`src/rtl/tri_seq_pkg.sv`:
```
package tri_seq_pkg;

    typedef enum logic {
        SEQ_IDLE  = 1'b0,
        SEQ_ISSUE = 1'b1
    } seq_state_e;

    function automatic int unsigned group_count(input int unsigned rx, input int unsigned blk);
        return rx / blk;
    endfunction

    function automatic int unsigned tri_pairs(input int unsigned n);
        return (n * (n + 1)) / 2;
    endfunction

    function automatic int unsigned bits_for(input int unsigned v);
        return (v <= 1) ? 1 : $clog2(v);
    endfunction

endpackage

```
`src/rtl/tri_coord_step.sv`:
```
module tri_coord_step
    import tri_seq_pkg::*;
#(
    parameter int unsigned NUM_RX = 576,
    parameter int unsigned BLK    = 8,
    parameter int unsigned CW     = 10
) (
    input  logic [CW-1:0] x_i,
    input  logic [CW-1:0] y_i,
    output logic [CW-1:0] x_next_o,
    output logic [CW-1:0] y_next_o,
    output logic          at_end_o
);
    localparam int unsigned N_GRP = group_count(NUM_RX, BLK);
    localparam logic [CW-1:0] EDGE = CW'((N_GRP - 1) * BLK);
    localparam logic [CW:0]   STEP_W = (CW+1)'(BLK);

    logic [CW:0] y_sum;
    logic        wrap;

    always_comb begin
        y_sum = {1'b0, y_i} + STEP_W;
        wrap  = (y_sum > {1'b0, x_i});
        if (wrap) begin
            x_next_o = x_i + CW'(BLK);
            y_next_o = '0;
        end else begin
            x_next_o = x_i;
            y_next_o = y_sum[CW-1:0];
        end
        at_end_o = (x_i == EDGE) && (y_i == EDGE);
    end
endmodule

```
`src/rtl/tri_pair_counter.sv`:
```
module tri_pair_counter #(
    parameter int unsigned PAIRS = 2628,
    parameter int unsigned IW    = 12
) (
    input  logic          clk,
    input  logic          rst,
    input  logic          clr_i,
    input  logic          inc_i,
    output logic [IW-1:0] count_o,
    output logic          final_o
);
    localparam logic [IW-1:0] FINAL_IDX = IW'(PAIRS - 1);

    always_ff @(posedge clk) begin
        if (rst || clr_i) begin
            count_o <= '0;
        end else if (inc_i) begin
            count_o <= count_o + 1'b1;
        end
    end

    assign final_o = (count_o == FINAL_IDX);

    // each accepted increment moves the index by exactly one
    a_r5_count_step: assert property (@(posedge clk) disable iff (rst)
        (inc_i && !clr_i) |=> (count_o == $past(count_o) + 1'b1));

    // clearing always returns the index to zero
    a_r5_count_clear: assert property (@(posedge clk) disable iff (rst)
        clr_i |=> (count_o == '0));
endmodule

```
`src/rtl/tri_pair_seq.sv`:
```
module tri_pair_seq
    import tri_seq_pkg::*;
#(
    parameter int unsigned NUM_RX = 576,
    parameter int unsigned BLK    = 8,
    parameter int unsigned CW     = bits_for(NUM_RX),
    parameter int unsigned IW     = bits_for(tri_pairs(group_count(NUM_RX, BLK)))
) (
    input  logic          clk,
    input  logic          rst,
    input  logic          start_i,
    input  logic          advance_i,
    output logic          valid_o,
    output logic [CW-1:0] x_base_o,
    output logic [CW-1:0] y_base_o,
    output logic          last_o,
    output logic [IW-1:0] pair_idx_o
);
    localparam int unsigned N_GRP = group_count(NUM_RX, BLK);
    localparam int unsigned PAIRS = tri_pairs(N_GRP);

    seq_state_e    state_q;
    logic [CW-1:0] x_q, y_q;
    logic [CW-1:0] x_nx, y_nx;
    logic          coord_end;
    logic          cnt_final;
    logic          go, step, finish;

    tri_coord_step #(
        .NUM_RX (NUM_RX),
        .BLK    (BLK),
        .CW     (CW)
    ) u_step (
        .x_i      (x_q),
        .y_i      (y_q),
        .x_next_o (x_nx),
        .y_next_o (y_nx),
        .at_end_o (coord_end)
    );

    always_comb begin
        go     = (state_q == SEQ_IDLE) && start_i;
        step   = (state_q == SEQ_ISSUE) && advance_i && !cnt_final;
        finish = (state_q == SEQ_ISSUE) && advance_i && cnt_final;
    end

    tri_pair_counter #(
        .PAIRS (PAIRS),
        .IW    (IW)
    ) u_cnt (
        .clk     (clk),
        .rst     (rst),
        .clr_i   (go || finish),
        .inc_i   (step),
        .count_o (pair_idx_o),
        .final_o (cnt_final)
    );

    always_ff @(posedge clk) begin
        if (rst) begin
            state_q <= SEQ_IDLE;
            x_q     <= '0;
            y_q     <= '0;
        end else if (go) begin
            state_q <= SEQ_ISSUE;
            x_q     <= '0;
            y_q     <= '0;
        end else if (finish) begin
            state_q <= SEQ_IDLE;
            x_q     <= '0;
            y_q     <= '0;
        end else if (step) begin
            x_q <= x_nx;
            y_q <= y_nx;
        end
    end

    assign valid_o  = (state_q == SEQ_ISSUE);
    assign x_base_o = x_q;
    assign y_base_o = y_q;
    assign last_o   = valid_o && cnt_final;

    // presented pairs never leave the lower triangle
    a_r4_lower_tri: assert property (@(posedge clk) disable iff (rst)
        valid_o |-> (y_base_o <= x_base_o));

    // index counter and coordinate end test agree on the final pair
    a_r7_last_agree: assert property (@(posedge clk) disable iff (rst)
        valid_o |-> (last_o == coord_end));

    // pair held while no advance arrives
    a_r6_hold: assert property (@(posedge clk) disable iff (rst)
        (valid_o && !advance_i) |=> (valid_o && $stable(x_base_o) && $stable(y_base_o)
                                     && $stable(pair_idx_o)));

    // a start from idle presents the origin pair
    a_r2_start: assert property (@(posedge clk) disable iff (rst)
        (!valid_o && start_i) |=> (valid_o && x_base_o == '0 && y_base_o == '0
                                   && pair_idx_o == '0));

    // acknowledging the final pair ends the run
    a_r8_end_run: assert property (@(posedge clk) disable iff (rst)
        (last_o && advance_i) |=> !valid_o);

    // advance while idle leaves the sequencer idle
    a_r9_idle_adv: assert property (@(posedge clk) disable iff (rst)
        (!valid_o && !start_i) |=> !valid_o);
endmodule

```
`config.mk`:
```
export PLATFORM = sky130hd
export DESIGN_NAME = tri_pair_seq
export DESIGN_NICKNAME = d
export VERILOG_FILES = /design/src/rtl/tri_seq_pkg.sv /design/src/rtl/tri_coord_step.sv /design/src/rtl/tri_pair_counter.sv /design/src/rtl/tri_pair_seq.sv
export SDC_FILE = /design/constraint.sdc
export NUM_CORES = 1
export LEC_CHECK = 0
export BUFFER_PORTS_ARGS = -buffer_cell sky130_fd_sc_hd__buf_4
export CELL_PAD_IN_SITES_DETAIL_PLACEMENT = 1
export CELL_PAD_IN_SITES_GLOBAL_PLACEMENT = 2
export CORE_ASPECT_RATIO = 0.9
export CORE_MARGIN = 2
export CORE_UTILIZATION = 31
export DETAILED_ROUTE_END_ITERATION = 10
export PLACE_DENSITY = 0.89
export SYNTH_ARGS = -nofsm -noshare
export SYNTH_HDL_FRONTEND = slang
export SYNTH_SLANG_ARGS = --single-unit
```
`constraint.sdc`:
```
create_clock -name clk -period 3.2 [get_ports clk]
set_input_delay 0.48 -clock clk [delete_from_list [all_inputs] [get_ports clk]]
set_output_delay 0.48 -clock clk [all_outputs]
set_load 0.02 [all_outputs]
```
Yosys cells after proc, flatten, opt, wreduce, memory -nomap -nowiden --
Cells that the tools add are included.
Storage, ports and cells: word-level logic and storage cells 24, bits in read-only memories 0, latch bits 0, output and inout port bits 34, memory bits (writable) 0, bits in registers 33, memories 0
Cells by class: equal/unequal tests 1, multipliers 0, magnitude comparators 1, shift operators 0, div/mod/pow operators 0, muxes and demuxes 3, reduce and logical (&&, ||, !) cells 11, bitwise gates (word level) 1, add/subtract/negate cells 3
Operators by type and width (count):
- 12-bit by 1-bit adder with 12-bit output (second input constant) | 1
- 12-bit equality test (second input constant) | 1
- 10-bit by 4-bit adder with 11-bit output (second input constant) | 1
- 11-bit by 10-bit greater-than comparator with 1-bit output | 1
- 10-bit by 4-bit adder with 10-bit output (second input constant) | 1
- 10-bit two-way mux | 1
- 1-bit logical AND | 5
- 3-bit OR reduction | 1
- 1-bit logical OR | 2
- 1-bit two-way mux | 2
- 2-bit AND reduction | 1
- 2-bit nonzero test | 1
- 1-bit zero test | 1
- 1-bit NOT | 1

Depth between registers and ports, before layout --
Gate-level depths: netlist of the first run.
depth after elaboration 4, depth in mapped cells 10, depth with buffers taken out 10

Cells and area by module --
From an unflattened synthesis of the first run, not the netlist that was laid out.
Unflattened totals: cells, all modules 228, area, all modules 2080.7 µm²
Modules (own cells, without submodules):
- tri_pair_seq | times used 1, area an instance 898.4 µm², cells an instance 76
- tri_coord_step | times used 1, area an instance 611.8 µm², cells an instance 89
- tri_pair_counter | times used 1, area an instance 570.5 µm², cells an instance 63

Worst setup path after synthesis of the first run --
No wires, ideal clock.
path kind flip-flop to flip-flop, from register y_q[3], in the netlist y_base_o[3], to register x_q[5], in the netlist x_base_o[5], path buffers 0, setup time 0.121 ns, period minus slack after synthesis 2.608 ns, required time 3.079 ns, setup slack 0.592 ns, cell stages (with the launch flop) 11, data arrival time 2.488 ns, cells stage by stage dfxtp_1 -> ha_1 -> nand3_1 -> nor2_1 -> xor2_1 -> ha_1 -> nand3_1 -> nand2b_1 -> a32oi_1 -> a21oi_1 -> mux2_2
Between the ends: word-level cells in the longest chain between the ends 3
Ends and longest elaborated chain:
- from (decl) | RTL line tri_pair_seq.sv:23 | logic [CW-1:0] x_q, y_q;
- from (signal assigned) | RTL line tri_pair_seq.sv:74 | y_q <= y_nx;
- 10-bit by 4-bit adder with 11-bit output | RTL line tri_coord_step.sv:22 | y_sum = {1'b0, y_i} + STEP_W;
- 11-bit by 10-bit greater-than comparator with 1-bit output | RTL line tri_coord_step.sv:23 | wrap = (y_sum > {1'b0, x_i});
- 2-bit AND reduction (no line)
- to (signal assigned) | RTL line tri_pair_seq.sv:73 | x_q <= x_nx;
- to (decl) | RTL line tri_pair_seq.sv:23
Every way passes these cells. A chain may end at the register's enable or synchronous reset.

Final worst setup path of the first run --
from register y_q[3], in the netlist y_base_o[3], to register x_q[8], in the netlist x_base_o[8]
Same word-level chain as after synthesis.

==> impl_metrics.tcl, run 1 <==
set metrics [dict create \
    grt_usage 0.128 \
    cts.sinks 27 \
    max_cap_violations 0 \
    period_share 0.870 \
    leakage_nw 0.798 \
    cp-start-kind "register" \
    place_hpwl_um 2700 \
    peakVddDrop_mv 0.172 \
    rr_startpoint "y_base_o[3]" \
    p_int_mw 0.452 \
    hold_depth 2 \
    yosys-top-cells-area "dfxtp_1 34%, ha_1 7.8%, xor2_1 7.7%" \
    reg2reg_to "x_base_o[8]" \
    ys_seq_area_frac 0.338 \
    syn_area_per_cell_um2 8.93 \
    io_buffer_count 31 \
    synth_edf_count 0 \
    status "finished, final reports clean" \
    grt_max_degree 18 \
    synth_common_cells "27 x dfxtp_1, 22 x nor2_1, 18 x nand2_1, 14 x xor2_1, 10 x ha_1" \
    seqPwrFrac 0.554 \
    die_area_um2 5750 \
    slowest_delay_ps 560 \
    final_core_utilization 0.388 \
    cts_setup_buffers 0 \
    grt_pass1_vias 1247 \
    dr.pass1.iters 3 \
    vias_per_cell 4.75 \
    switching_share 0.270 \
    synth_largest_area_cell "dfxtp_1" \
    critPathLaunch "y_base_o[3]" \
    clock_latency_ps 290 \
    netlist_instances 179 \
    drt-wirelength-per-cell_um 12.8 \
    rrSetupSlack_ps 420 \
    max_freq_mhz 359 \
    drt_iter0_markers 24 \
    critPathKind "reg2reg" \
    num_rows 24 \
    cp_max_fo 6 \
    setup_viol 0 \
    worst-slew-pin-transition_ps 750 \
    cp_slowest_cell "a32oi_1" \
    hp-class "in2reg" \
    yosysMostFrequentCell "dfxtp_1" \
    cts-hold-fix-buffers 0 \
    antenna_found_initial 0 \
    wl_um 3530 \
    r2r_cells 10 \
    start_util 0.326 \
    crit_required_ps 3390 \
    cp-end-kind "register" \
    vias 1307 \
    ys_seq_elements 27 \
    h-tree-depth 1 \
    clkPwrFrac 0.349 \
    worst_slew_margin_rel 0.500 \
    nets 225 \
    cts_resized 0 \
    gp_congestion 0.744 \
    synth_top_area_share 0.338 \
    arrival_ps 2980 \
    finClkSkew_ps 6.57 \
    synth_area_um2 1600 \
    combinationalPowerShare 0.097 \
    cts_tree "yes" \
    crit_path_end "x_base_o[8]" \
    ys_warn_count 0 \
    final.setup.tns_ps 0 \
    rsz0062_at_grt "false" \
    synth_ff_type "dfxtp_1" \
    grt.overflow.total 0 \
    worstPathCellList "ha_1 -> nand3_1 -> nor2_1 -> xor2_1 -> ha_1 -> a21oi_1 -> nand2_1 -> a32oi_1 -> a21oi_1 -> mux2_2" \
    yosysUniqueCellTypes 35 \
    cts_root_buf "clkbuf_8" \
    ctsLongestPathBuffers 2 \
    fill_cells 588 \
    die_x_um 79.7 \
    final_hold_viol_count 0 \
    final-max-slew-violation-count 0 \
    area.growth.synth_to_final_pct 18.8 \
    power_density_nw_per_um2 327 \
    clk_pin_slew_ps 100 \
    ios 38 \
    final_antenna_net_count 0 \
    coreArea_um2 4890 \
    diodes 0 \
    numCtsBuffers 3 \
    p_sw_mw 0.168 \
    grt_pass1_wl_um 5780 \
    async_flop_share 0 \
    fp.dieH_um 72.1 \
    min_period_ps 2780 \
    drive_gt1_frac 0.214 \
    drc 0 \
]
worst max-delay path: cells and delay by family (launching register included):
| family | cells | cell delay (ps) |
|---|---|---|
| XOR/XNOR | 1 | 170 |
| AO/OA/AOI/OAI | 3 | 860 |
| flip-flops | 1 | 430 |
| multiplexers | 1 | 300 |
| AND/OR/NAND/NOR | 3 | 410 |
| adder cells (fa/ha/maj) | 2 | 520 |
worst min path at each step:
stage                      startpoint     endpoint
after floorplan           x_base_o[7]  x_base_o[7]
after global placement    x_base_o[7]  x_base_o[7]
after detailed placement  x_base_o[7]  x_base_o[7]
after CTS                         rst      valid_o
after global routing              rst      valid_o
final                             rst      valid_o
flip-flops by register name (all words and copies together) (netlist names):
register and cells:
y_base_o 7, x_base_o 7, valid_o 1, u_cnt.count_o 12
per-stage QoR:
step                cells  worst slack, ps  instance area [um2]  power, mW  hold WS [ps]
floorplan             184              592                 1620      0.405           544
global placement      271              536                 1850      0.412           474
detailed placement    271              446                 1850      0.413           480
CTS                   275              408                 1900      0.634           335
global route          275             63.1                 1900      0.650           340
finish                275              416                 1900      0.620           345
final cells by class:
cell class                      count  area (um2)  share of cell area
Inverter                            7        26.3              0.0138
Multi-Input combinational cell    140         960               0.506
Sequential cell                    27         541               0.285
Tap cell                           65        81.3              0.0428
Timing Repair Buffer               32         240               0.127
Clock inverter                      1        8.76             0.00461
Clock buffer                        3        41.3              0.0218
kinds of logic (layout without fill, tap and decap cells):
| group | count (synthesis) | after routing | synth area share |
|---|---|---|---|
| other cells | 1 | 6 | 0.00235 |
| compound gates | 17 | 17 | 0.0854 |
| buf+inv | 17 | 43 | 0.0728 |
| flops | 27 | 27 | 0.338 |
| simple gates | 77 | 77 | 0.248 |
| mux | 9 | 9 | 0.0595 |
| xor+xnor | 21 | 21 | 0.115 |
| fa+ha+maj | 10 | 10 | 0.0783 |
power groups by stage:
stage,sequential [mW],combinational [mW],clock [mW]
after floorplan,0.354,0.0508,0
after CTS,0.344,0.0612,0.230
final,0.343,0.0601,0.216
after detailed placement,0.351,0.0613,0
after global placement,0.351,0.0606,0
after global routing,0.345,0.0666,0.238
layer usage:
layer  share of wire  GRT usage  wire length [um]
met1            0.50      0.172              1780
met4           0.013     0.0421                46
met5               0          0                 0
met2            0.44      0.202              1560
met3           0.040     0.0311               140
cell usage in the layout, fill, tap and decap left out, types with 2 or more instances in the layout:
cell type	instances
a21oi_1	8
and2_1	2
and3_1	3
and4_1	3
buf_4	32
clkbuf_8	3
conb_1	6
dfxtp_1	27
ha_1	10
inv_1	7
mux2_2	4
mux2i_1	5
nand2_1	18
nand2b_1	2
nand3_1	4
nand4_1	7
nor2_1	22
nor2b_1	3
nor3_1	8
xnor2_1	7
xor2_1	14
Power figures use the tool's default switching activity.
==> run 2: changes to the inputs <==
- CORE_UTILIZATION: 31 -> 33
- CTS_BUF_LIST: not set -> sky130_fd_sc_hd__clkbuf_8
- PLACE_DENSITY: 0.89 -> 0.93
==> impl_metrics.tcl, run 2 (synthesis results as in run 1) <==
set metrics [dict create \
    drt_iter0_markers 38 \
    cp_max_fo 6 \
    cp-start-kind "register" \
    grt.overflow.total 0 \
    final_antenna_net_count 0 \
    clk_pin_slew_ps 110 \
    crit_required_ps 3380 \
    power_density_nw_per_um2 326 \
    numCtsBuffers 3 \
    period_share 0.854 \
    layout_commonest_cell "buf_4" \
    final-max-slew-violation-count 0 \
    seq_area_um2 541 \
    rsz0062_at_grt "false" \
    die_area_um2 5410 \
    place_hpwl_um 2760 \
    arrival_ps 2910 \
    placed_cell_area_um2 1850 \
    grt_pass1_wl_um 6280 \
    cts.sinks 27 \
    grt_usage 0.141 \
    max_cap_violations 0 \
    leakage_nw 0.798 \
    io_buffer_count 31 \
    cts_root_buf "clkbuf_8" \
    num_rows 24 \
    cp_slowest_cell "a32oi_1" \
    diodes 0 \
    status "finished, final reports clean" \
    drc 0 \
    pre_cts_ws_ps 447 \
    cp-end-kind "register" \
    fin_total_pwr_mw 0.619 \
    multiInputGateArea_um2 960 \
    dr.pass1.iters 4 \
    worst_slew_margin_rel 0.562 \
    final.setup.tns_ps 0 \
    cts_resized 0 \
    area.growth.synth_to_final_pct 18.8 \
    worstPathCellList "ha_1 -> nand3_1 -> nor2_1 -> xor2_1 -> ha_1 -> a21oi_1 -> nand2_1 -> a32oi_1 -> a21oi_1 -> mux2_2" \
    critical-path-top-delay-family "compound AO/OA/AOI/OAI gates" \
    cts_setup_buffers 0 \
    ctsLongestPathBuffers 2 \
    wl_um 3600 \
    cp_num_buf_inv 0 \
    nets 225 \
    antenna_found_initial 0 \
    final_hold_viol_count 0 \
    drt-wirelength-per-cell_um 13.1 \
    vias 1323 \
    largest_register_ffs 12 \
    fill_cells 611 \
    ios 38 \
    max_freq_mhz 366 \
    finClkSkew_ps 5.66 \
    h-tree-depth 1 \
    top_register "u_cnt.count_o" \
    coreArea_um2 4740 \
    start_util 0.337 \
    cts_tree "yes" \
    final_area_um2 1900 \
    final_cell_mix "32 x buf_4, 27 x dfxtp_1, 22 x nor2_1" \
    cts-hold-fix-buffers 0 \
    grt_max_degree 18 \
    critPathKind "reg2reg" \
    min_period_ps 2730 \
    hp-class "in2reg" \
    peakVddDrop_mv 0.170 \
    worst-slew-pin-transition_ps 657 \
    die_x_um 77.3 \
    vias_per_cell 4.81 \
    drive_gt1_frac 0.214 \
    clock_latency_ps 280 \
    slowest_delay_ps 490 \
    setup_viol 0 \
    grt_pass1_vias 1340 \
    setup_ws_ps 468 \
    gp_congestion 0.773 \
    fp.dieH_um 70.0 \
]
==> run 2: path summary, 6_finish.rpt <==
check                                 start           to  slack, ps  cells past startpoint
worst max register to register  y_base_o[3]  x_base_o[9]        470                     10
worst max-delay path            y_base_o[3]  x_base_o[9]        470                     10
worst min register to register  x_base_o[7]  x_base_o[7]        490                      2
worst min-delay path                    rst      valid_o        360                      2
==> run 2: final cells by class <==
type / count / share of cell area
multi-input combinational: 140 / 0.506
inverter: 7 / 0.0138
tap: 65 / 0.0428
sequential: 27 / 0.285
clock buffer: 3 / 0.0218
timing repair buffer: 32 / 0.127
clock inverter: 1 / 0.00461
==> run 2: power breakdown <==
group | switching (mW) | internal, mW | total [mW] | leakage [nW]
clock | 0.124 | 0.0916 | 0.215 | 0.0261
sequential | 0.00523 | 0.339 | 0.344 | 0.218
combinational | 0.0385 | 0.0213 | 0.0598 | 0.554
==> run 2: metrics by stage <==
stage	hold WS [ps]	instances	util
after CTS	354	275	0.400
after global routing	357	275	0.400
final	358	275	0.400
after detailed placement	477	271	0.390
after global placement	473	271	0.390
after floorplan	544	184	-
==> run 2: layer usage <==
layer  GRT usage  vias to the layer above  part of all wire
met5           0                        -                 0
met4      0.0476                        0             0.015
met1       0.203                      628              0.52
met2       0.221                       24              0.44
met3      0.0116                        4             0.024
li1            -                      667                 -
